File: src/rtl/fifo_rb_pkg.sv
package fifo_rb_pkg;
    localparam int ADDR_W = 4;
    localparam int DATA_W = 8;
    localparam int TMO_W  = 6;
    localparam int NSRC   = 2;

    localparam logic [ADDR_W-1:0] OFS_IST = 4'h8;
    localparam logic [ADDR_W-1:0] OFS_FST = 4'h9;
    localparam logic [ADDR_W-1:0] OFS_CTL = 4'hA;
    localparam logic [ADDR_W-1:0] OFS_PCH = 4'hB;
    localparam logic [ADDR_W-1:0] OFS_PCN = 4'hC;
    localparam logic [ADDR_W-1:0] OFS_TMO = 4'hD;

    localparam int IST_RXF = 2;
    localparam int IST_PAT = 3;

    localparam int CTL_RXIE  = 7;
    localparam int CTL_PATEN = 6;
    localparam int CTL_TMOEN = 5;
    localparam int CTL_RXRST = 4;
    localparam int CTL_TXRST = 3;

    localparam int TMO_DIV_BIT = 7;

    typedef struct packed {
        logic full;
        logic half;
        logic empty;
    } fifo_flags_t;

    typedef struct packed {
        logic rx_ie;
        logic pat_en;
        logic tmo_en;
    } ctl_t;

    // index 0 = receive FIFO source, index 1 = pattern source
    typedef logic [NSRC-1:0] src_vec_t;

    function automatic logic [DATA_W-1:0] status_byte(fifo_flags_t rx, fifo_flags_t tx);
        return {1'b0, rx.full, rx.half, rx.empty, 1'b0, tx.full, tx.half, tx.empty};
    endfunction

    function automatic logic [DATA_W-1:0] ctl_byte(ctl_t c);
        logic [DATA_W-1:0] b;
        b = '0;
        b[CTL_RXIE]  = c.rx_ie;
        b[CTL_PATEN] = c.pat_en;
        b[CTL_TMOEN] = c.tmo_en;
        return b;
    endfunction
endpackage

File: src/rtl/rb_event_latch.sv
module rb_event_latch (
    input  logic clk,
    input  logic rst,
    input  logic set_i,
    input  logic clr_i,
    output logic q
);
    always_ff @(posedge clk) begin
        if (rst)        q <= 1'b0;
        else if (set_i) q <= 1'b1;
        else if (clr_i) q <= 1'b0;
    end

    AST_SET_WINS: assert property (@(posedge clk) disable iff (rst) set_i |=> q);
    AST_W1C_CLEARS: assert property (@(posedge clk) disable iff (rst) (clr_i && !set_i) |=> !q);
    AST_STICKY_HOLD: assert property (@(posedge clk) disable iff (rst) (q && !clr_i) |=> q);
endmodule

File: src/rtl/rb_cfg_regs.sv
module rb_cfg_regs
    import fifo_rb_pkg::*;
(
    input  logic              clk,
    input  logic              rst,
    input  logic              wr_en,
    input  logic [ADDR_W-1:0] addr,
    input  logic [DATA_W-1:0] wdata,
    output ctl_t              ctl,
    output logic              rx_rst,
    output logic              tx_rst,
    output logic [DATA_W-1:0] pat_char,
    output logic [DATA_W-1:0] pat_cnt,
    output logic              tmo_div,
    output logic [TMO_W-1:0]  tmo_ival
);
    logic wr_ctl, wr_pch, wr_pcn, wr_tmo;

    assign wr_ctl = wr_en && (addr == OFS_CTL);
    assign wr_pch = wr_en && (addr == OFS_PCH);
    assign wr_pcn = wr_en && (addr == OFS_PCN);
    assign wr_tmo = wr_en && (addr == OFS_TMO);

    always_ff @(posedge clk) begin
        if (rst) begin
            ctl      <= '0;
            rx_rst   <= 1'b0;
            tx_rst   <= 1'b0;
            pat_char <= '0;
            pat_cnt  <= '0;
            tmo_div  <= 1'b0;
            tmo_ival <= '0;
        end else begin
            rx_rst <= wr_ctl && wdata[CTL_RXRST];
            tx_rst <= wr_ctl && wdata[CTL_TXRST];
            if (wr_ctl) begin
                ctl.rx_ie  <= wdata[CTL_RXIE];
                ctl.pat_en <= wdata[CTL_PATEN];
                ctl.tmo_en <= wdata[CTL_TMOEN];
            end
            if (wr_pch) pat_char <= wdata;
            if (wr_pcn) pat_cnt  <= wdata;
            if (wr_tmo) begin
                tmo_div  <= wdata[TMO_DIV_BIT];
                tmo_ival <= wdata[TMO_W-1:0];
            end
        end
    end

    AST_RXRST_PULSE: assert property (@(posedge clk) disable iff (rst) (wr_ctl && wdata[CTL_RXRST]) |=> rx_rst);
    AST_RXRST_SELF_CLEAR: assert property (@(posedge clk) disable iff (rst) !(wr_ctl && wdata[CTL_RXRST]) |=> !rx_rst);
    AST_TXRST_SELF_CLEAR: assert property (@(posedge clk) disable iff (rst) !(wr_ctl && wdata[CTL_TXRST]) |=> !tx_rst);
    AST_PCH_STABLE: assert property (@(posedge clk) disable iff (rst) !wr_pch |=> $stable(pat_char));
endmodule

File: src/rtl/rb_read_mux.sv
module rb_read_mux
    import fifo_rb_pkg::*;
(
    input  logic              clk,
    input  logic              rst,
    input  logic [ADDR_W-1:0] addr,
    input  src_vec_t          ist,
    input  fifo_flags_t       rx_flags,
    input  fifo_flags_t       tx_flags,
    input  ctl_t              ctl,
    input  logic [DATA_W-1:0] pat_char,
    input  logic [DATA_W-1:0] pat_cnt,
    input  logic              tmo_div,
    input  logic [TMO_W-1:0]  tmo_ival,
    output logic [DATA_W-1:0] rdata
);
    always_comb begin
        rdata = '0;
        unique case (addr)
            OFS_IST: begin
                rdata[IST_RXF] = ist[0];
                rdata[IST_PAT] = ist[1];
            end
            OFS_FST: rdata = status_byte(rx_flags, tx_flags);
            OFS_CTL: rdata = ctl_byte(ctl);
            OFS_PCH: rdata = pat_char;
            OFS_PCN: rdata = pat_cnt;
            OFS_TMO: begin
                rdata[TMO_DIV_BIT] = tmo_div;
                rdata[TMO_W-1:0]   = tmo_ival;
            end
            default: rdata = '0;
        endcase
    end

    AST_FST_RSV_BITS: assert property (@(posedge clk) disable iff (rst) (addr == OFS_FST) |-> (rdata[3] == 1'b0 && rdata[7] == 1'b0));
    AST_CTL_RST_BITS_ZERO: assert property (@(posedge clk) disable iff (rst) (addr == OFS_CTL) |-> (rdata[CTL_RXRST] == 1'b0 && rdata[CTL_TXRST] == 1'b0));
    AST_TMO_BIT6_ZERO: assert property (@(posedge clk) disable iff (rst) (addr == OFS_TMO) |-> rdata[6] == 1'b0);
endmodule

File: src/rtl/fifo_irq_regbank.sv
module fifo_irq_regbank
    import fifo_rb_pkg::*;
(
    input  logic        clk,
    input  logic        rst,
    input  logic [3:0]  reg_addr,
    input  logic        reg_wr,
    input  logic [7:0]  reg_wdata,
    output logic [7:0]  reg_rdata,
    input  logic        rx_full,
    input  logic        rx_half,
    input  logic        rx_empty,
    input  logic        rx_above_half,
    input  logic        tx_full,
    input  logic        tx_half,
    input  logic        tx_empty,
    input  logic        pat_hit,
    input  logic        rx_timeout,
    output logic        irq,
    output logic        rx_fifo_rst,
    output logic        tx_fifo_rst,
    output logic        pat_enable,
    output logic        tmo_enable,
    output logic [7:0]  pat_char,
    output logic [7:0]  pat_count,
    output logic        tmo_div16,
    output logic [5:0]  tmo_interval
);
    ctl_t        ctl;
    fifo_flags_t rxf, txf;
    src_vec_t    ist, src_set, src_clr, src_en;
    logic        above_q;
    logic        wr_ist;

    assign rxf = '{full: rx_full, half: rx_half, empty: rx_empty};
    assign txf = '{full: tx_full, half: tx_half, empty: tx_empty};

    always_ff @(posedge clk) begin
        if (rst) above_q <= 1'b0;
        else     above_q <= rx_above_half;
    end

    assign wr_ist     = reg_wr && (reg_addr == OFS_IST);
    assign src_set[0] = (rx_above_half && !above_q) || (rx_timeout && ctl.tmo_en);
    assign src_set[1] = pat_hit && ctl.pat_en;
    assign src_clr[0] = wr_ist && reg_wdata[IST_RXF];
    assign src_clr[1] = wr_ist && reg_wdata[IST_PAT];
    assign src_en[0]  = ctl.rx_ie;
    assign src_en[1]  = ctl.pat_en;

    for (genvar i = 0; i < NSRC; i++) begin : g_src
        rb_event_latch u_latch (
            .clk   (clk),
            .rst   (rst),
            .set_i (src_set[i]),
            .clr_i (src_clr[i]),
            .q     (ist[i])
        );
    end

    assign irq = |(ist & src_en);

    rb_cfg_regs u_cfg (
        .clk      (clk),
        .rst      (rst),
        .wr_en    (reg_wr),
        .addr     (reg_addr),
        .wdata    (reg_wdata),
        .ctl      (ctl),
        .rx_rst   (rx_fifo_rst),
        .tx_rst   (tx_fifo_rst),
        .pat_char (pat_char),
        .pat_cnt  (pat_count),
        .tmo_div  (tmo_div16),
        .tmo_ival (tmo_interval)
    );

    rb_read_mux u_rd (
        .clk      (clk),
        .rst      (rst),
        .addr     (reg_addr),
        .ist      (ist),
        .rx_flags (rxf),
        .tx_flags (txf),
        .ctl      (ctl),
        .pat_char (pat_char),
        .pat_cnt  (pat_count),
        .tmo_div  (tmo_div16),
        .tmo_ival (tmo_interval),
        .rdata    (reg_rdata)
    );

    assign pat_enable = ctl.pat_en;
    assign tmo_enable = ctl.tmo_en;

    AST_IRQ_NEEDS_SOURCE: assert property (@(posedge clk) disable iff (rst) irq |-> (ist != '0));
    AST_NO_RETRIGGER: assert property (@(posedge clk) disable iff (rst) (above_q && rx_above_half && !rx_timeout && src_clr[0]) |=> !ist[0]);
    AST_PAT_MASKED: assert property (@(posedge clk) disable iff (rst) (!ist[1] && !ctl.pat_en) |=> !ist[1]);
endmodule

File: config.mk
export PLATFORM = sky130hd
export DESIGN_NAME = fifo_irq_regbank
export DESIGN_NICKNAME = d
export VERILOG_FILES = /design/src/rtl/fifo_rb_pkg.sv /design/src/rtl/rb_event_latch.sv /design/src/rtl/rb_cfg_regs.sv /design/src/rtl/rb_read_mux.sv /design/src/rtl/fifo_irq_regbank.sv
export SDC_FILE = /design/constraint.sdc
export NUM_CORES = 1
export LEC_CHECK = 0
export ABC_CLOCK_PERIOD_IN_PS = 1200
export BUFFER_PORTS_ARGS = -buffer_cell sky130_fd_sc_hd__buf_2
export CORE_ASPECT_RATIO = 0.6
export CORE_MARGIN = 1.5
export CORE_UTILIZATION = 48
export DETAILED_ROUTE_END_ITERATION = 8
export PLACE_DENSITY = 0.79
export REMOVE_ABC_BUFFERS = 1
export SYNTH_ARGS = -nofsm -noshare
export SYNTH_HDL_FRONTEND = slang
export SYNTH_SLANG_ARGS = --single-unit
export TNS_END_PERCENT = 100
File: constraint.sdc
create_clock -name clk -period 1.2 [get_ports clk]
set_input_delay 0.06 -clock clk [delete_from_list [all_inputs] [get_ports clk]]
set_output_delay 0.06 -clock clk [all_outputs]
set_load 0.05 [all_outputs]
# ---- Word-level counts from Yosys, hierarchy flattened
# Index checks and enable logic that the tools add are counted.
dict set report op_classes {
  reduce_logical 17
  bitwise 1
  n_eq_ne 6
  n_mux 9
}
# cell count
set op_table {}
lappend op_table {{4-bit equality test (second input constant)} 6}
lappend op_table {{2-bit one-hot mux with 5 select lines} 2}
lappend op_table {{1-bit logical AND} 12}
lappend op_table {{1-bit one-hot mux with 4 select lines} 2}
lappend op_table {{2-bit one-hot mux with 4 select lines} 1}
lappend op_table {{1-bit two-way mux} 4}
lappend op_table {{2-bit nonzero test} 2}
lappend op_table {{2-bit AND} 1}
lappend op_table {{2-bit OR reduction} 1}
lappend op_table {{1-bit zero test} 1}
lappend op_table {{1-bit logical OR} 1}
dict set report word_totals {
  regBits 31
  output_inout_bits 36
  word_cells 45
  in_bits 24
}

# ---- Depth between registers and ports, before layout
dict set report depth {
  ltp_word 5
  depth_mapped 4
  depth_no_buf 3
}

# ---- By module
# Synthesis repeated with hierarchy kept, for this count alone.
dict set report hier_totals {
  cells_unflattened 189
  hier_area_um2 1687.9
}
# module instances cells_per_inst seq_area_each_um2 area_each_um2
set by_module_without_submodules {}
lappend by_module_without_submodules {rb_cfg_regs 1 121 560.5 1156.1}
lappend by_module_without_submodules {rb_read_mux 1 48 0.0 369.1}
lappend by_module_without_submodules {fifo_irq_regbank 1 12 20.0 85.1}
lappend by_module_without_submodules {rb_event_latch 2 4 20.0 38.8}

# ---- Worst setup path before layout
# Ideal clock, no wire load.
dict set report synth_path {
  kind {reg-to-output}
  startpoint {register u_cfg.tmo_ival[4]}
  endpoint {output reg_rdata[4]}
  path_stages_with_launch 4
  setup_slack_ps -1021
  arrival_time_ps 2161
  path_buffers 0
  t_required_ps 1140
  path_cell_list {dfxtp_1 > mux2_2 > a221oi_1 > a211oi_1}
}
dict set report synth_via {
  elab_chain_len 1
}
# element line
set synth_rtl {}
lappend synth_rtl {{from (decl)} rb_cfg_regs.sv:15} ;# output logic [TMO_W-1:0] tmo_ival
lappend synth_rtl {{from (signal assigned)} rb_cfg_regs.sv:45} ;# tmo_ival <= wdata[TMO_W-1:0];
lappend synth_rtl {{2-bit one-hot mux with 5 select lines} rb_read_mux.sv:19} ;# unique case (addr)
lappend synth_rtl {{to (decl)} fifo_irq_regbank.sv:9} ;# output logic [7:0] reg_rdata,
# Every way passes these cells.

# ---- Final worst setup path
# Ends and elaborated chain as after synthesis.

==> results.sh <==
export IMPL_status="finished with violations"
export IMPL_violations="setup timing"
export IMPL_clk_path_buf_depth=2
export IMPL_gp_congestion=0.861
export IMPL_hp_start="rx_above_half"
export IMPL_period_needed_ps=1470
export IMPL_final_setup_tns_ps=-526
export IMPL_num_vias=1561
export IMPL_num_rows=16
export IMPL_path_max_fanout=2
export IMPL_ys_types=33
export IMPL_via_per_inst=5.33
export IMPL_clk_pin_slew_worst_paths_ps=60
export IMPL_cts_max_level=2
export IMPL_die_h_um=47.8
export IMPL_port_buffers=59
export IMPL_worst_setup_path_end_kind="output pin"
export IMPL_crit_required_ps=1140
export IMPL_synth_cell_area_um2=1610
export IMPL_ant_nets=0
export IMPL_grt_pass1_wl_mm=7.00
export IMPL_tritoncts="yes"
export IMPL_die_w_um=77.7
export IMPL_synth_avg_cell_area_um2=9.85
export IMPL_finalHoldViolCount=0
export IMPL_pre_cts_slack_ps=-51.6
export IMPL_max_stage_delay_ps=330
export IMPL_arrival_ps=1410
export IMPL_wl_mm=4.65
export IMPL_worst_pin_slew_ps=258
export IMPL_fill_cells=237
export IMPL_setup_worst_path_class="register to output pin"
export IMPL_cellPowerDensity_nw_per_um2=993
export IMPL_finalSetupViolations=5
export IMPL_vdd_drop_max_uv=685
export IMPL_syn_inst=163
export IMPL_track_usage=0.258
export IMPL_seq_area_frac_synth=0.387
export IMPL_yosys_warnings=0
export IMPL_grt_overflow=0
export IMPL_rsz0062_at_grt="yes"
export IMPL_crit_path_cell_trace="mux2_4 -> a221oi_4 -> a211oi_2 -> buf_6"
export IMPL_antenna_cells=0
export IMPL_dieArea_um2=3710
export IMPL_r2r_start="u_cfg.ctl[1]"
export IMPL_dp_final_hpwl_mm=3.24
export IMPL_drv_cap=0
export IMPL_startpoint="u_cfg.tmo_ival[4]"
export IMPL_nNetsFinal=271
export IMPL_grt_pass1_vias=1467
export IMPL_hold_path_class="input port to register"
export IMPL_synth_seq_cells=31
export IMPL_numCtsBuffers=5
export IMPL_wl_per_cell_um=15.9
export IMPL_finClkSkew_ps=0.576
export IMPL_p_leak_nw=1.17
export IMPL_setup_slack_ps=-270
export IMPL_grt_max_degree=22
export IMPL_floorplan_initialDensity=0.498
export IMPL_clock_sinks=31
export IMPL_min_period_over_period=1.23
export IMPL_max_slew_margin=0.826
export IMPL_finalMaxSlewViolations=0
export IMPL_drtPass1Iterations=4
export IMPL_cts_root_buf="clkbuf_8"
export IMPL_drc_errors=0
export IMPL_core_area_um2=3220
export IMPL_fmax_mhz=680
export IMPL_pin_count=60
export IMPL_area_delta_synth_final_pct=46.1
export IMPL_clkLatencyLatePin_ps=280
export IMPL_drive_gt1_frac=0.508
export IMPL_dr_first_iter_drc_count=88
export IMPL_antenna_found_initial=0
export IMPL_slowest_stage="dfxtp_2"
export IMPL_start_kind="register"
## critical path, delay by kind of cell (launching register included)
kind            cells  cell delay [ps]
flops               1              330
compound gates      2              360
buf+inv             1              160
mux                 1              280
## synthesized netlist by cell type (all sizes together)
library cell / count / area (um^2)
a211oi: 1 / 7.51
a21o: 1 / 7.51
a21oi: 3 / 15.0
a221oi: 1 / 8.76
a22o: 1 / 8.76
a22oi: 3 / 22.5
a311oi: 1 / 8.76
a31oi: 1 / 6.26
and3b: 1 / 10.0
buf: 7 / 40.0
clkbuf: 4 / 15.0
dfxtp: 31 / 621
inv: 4 / 15.0
mux2: 3 / 33.8
mux2i: 36 / 360
nand2: 3 / 11.3
nand2b: 34 / 213
nand3: 2 / 20.0
nand3b: 5 / 37.5
nor2b: 3 / 18.8
nor3: 3 / 20.0
nor3b: 3 / 22.5
nor4b: 1 / 8.76
o21ai: 1 / 5.00
o22ai: 5 / 31.3
o41ai: 1 / 8.76
or2: 1 / 6.26
or2b: 1 / 7.51
or3: 1 / 6.26
or3b: 1 / 8.76
## flip-flops by register name, indices dropped and copies added, names as in the netlist
register	flops
u_cfg.tmo_div	1
u_cfg.ctl	3
u_cfg.tmo_ival	6
u_cfg.tx_rst	1
u_cfg.rx_rst	1
above_q	1
u_cfg.pat_char	8
u_cfg.pat_cnt	8
g_src.u_latch.q	2
## report_power, final
part / switching (mW) / internal, mW
logic: 0.206 / 0.162
clock network: 0.379 / 0.523
registers: 0.0126 / 1.05
## through the flow
stage	utilization	hold WS (ps)	std cells	total power [mW]	cell area (um^2)
detailed placement	0.646	295	280	1.41	2080
finish	0.728	2.86	293	2.33	2350
CTS	0.708	1.76	292	2.31	2280
global placement	0.646	286	280	1.40	2080
global route	0.728	26.2	293	2.41	2350
floorplan	-	129	152	1.24	1550
## area by class of cell
class                      instances  area [um^2]  area share
inverter                           4         15.0     0.00640
multi-input combinational        117          977       0.417
tap                               45         56.3      0.0240
timing repair buffer              88          557       0.237
clock buffer                       8          100      0.0427
sequential                        31          641       0.273
## cell families after synthesis
| logic type | count (synthesis) | synth area share |
|---|---|---|
| DFF | 31 | 0.387 |
| buffers and inverters | 15 | 0.0436 |
| and+or+nand+nor | 59 | 0.243 |
| AOI/OAI and AO/OA | 19 | 0.0811 |
| muxes | 39 | 0.246 |
## worst paths after layout
kind,to,slack [ps],cells past startpoint
max reg2reg,g_src[1].u_latch.q,360,2
min,above_q,3,2
min reg2reg,u_cfg.pat_cnt[1],480,2
max,reg_rdata[4],-270,4
## repair_timing
item,CTS,global route
hold buffers,1,0
gates resized for setup,27,17
hold endpoints to repair,1,0
gates cloned,0,0
endpoints found under the setup margin,9,9
pin swaps,5,5
setup buffers,3,1
## per-layer routing
metal	vias to the layer above	wire (um)	track usage
met5	-	0	0
met4	0	73	0.0982
met3	9	324	0.0686
met2	74	2110	0.435
met1	733	2150	0.330
li1	745	-	-
## cell usage in the layout, fill, tap and decap left out, drive strengths merged, types with 2 or more instances in the layout
cell type	Yosys	routed
a22oi	3	3
mux2	3	3
clkbuf	4	8
dfxtp	31	31
nor3b	3	3
mux2i	36	36
a21oi	3	3
buf	7	87
nand3b	5	5
inv	4	4
nand2	3	3
nand2b	34	34
nor3	3	3
o22ai	5	5
nand3	2	2
nor2b	3	3
(Power assumes the default switching activity.)
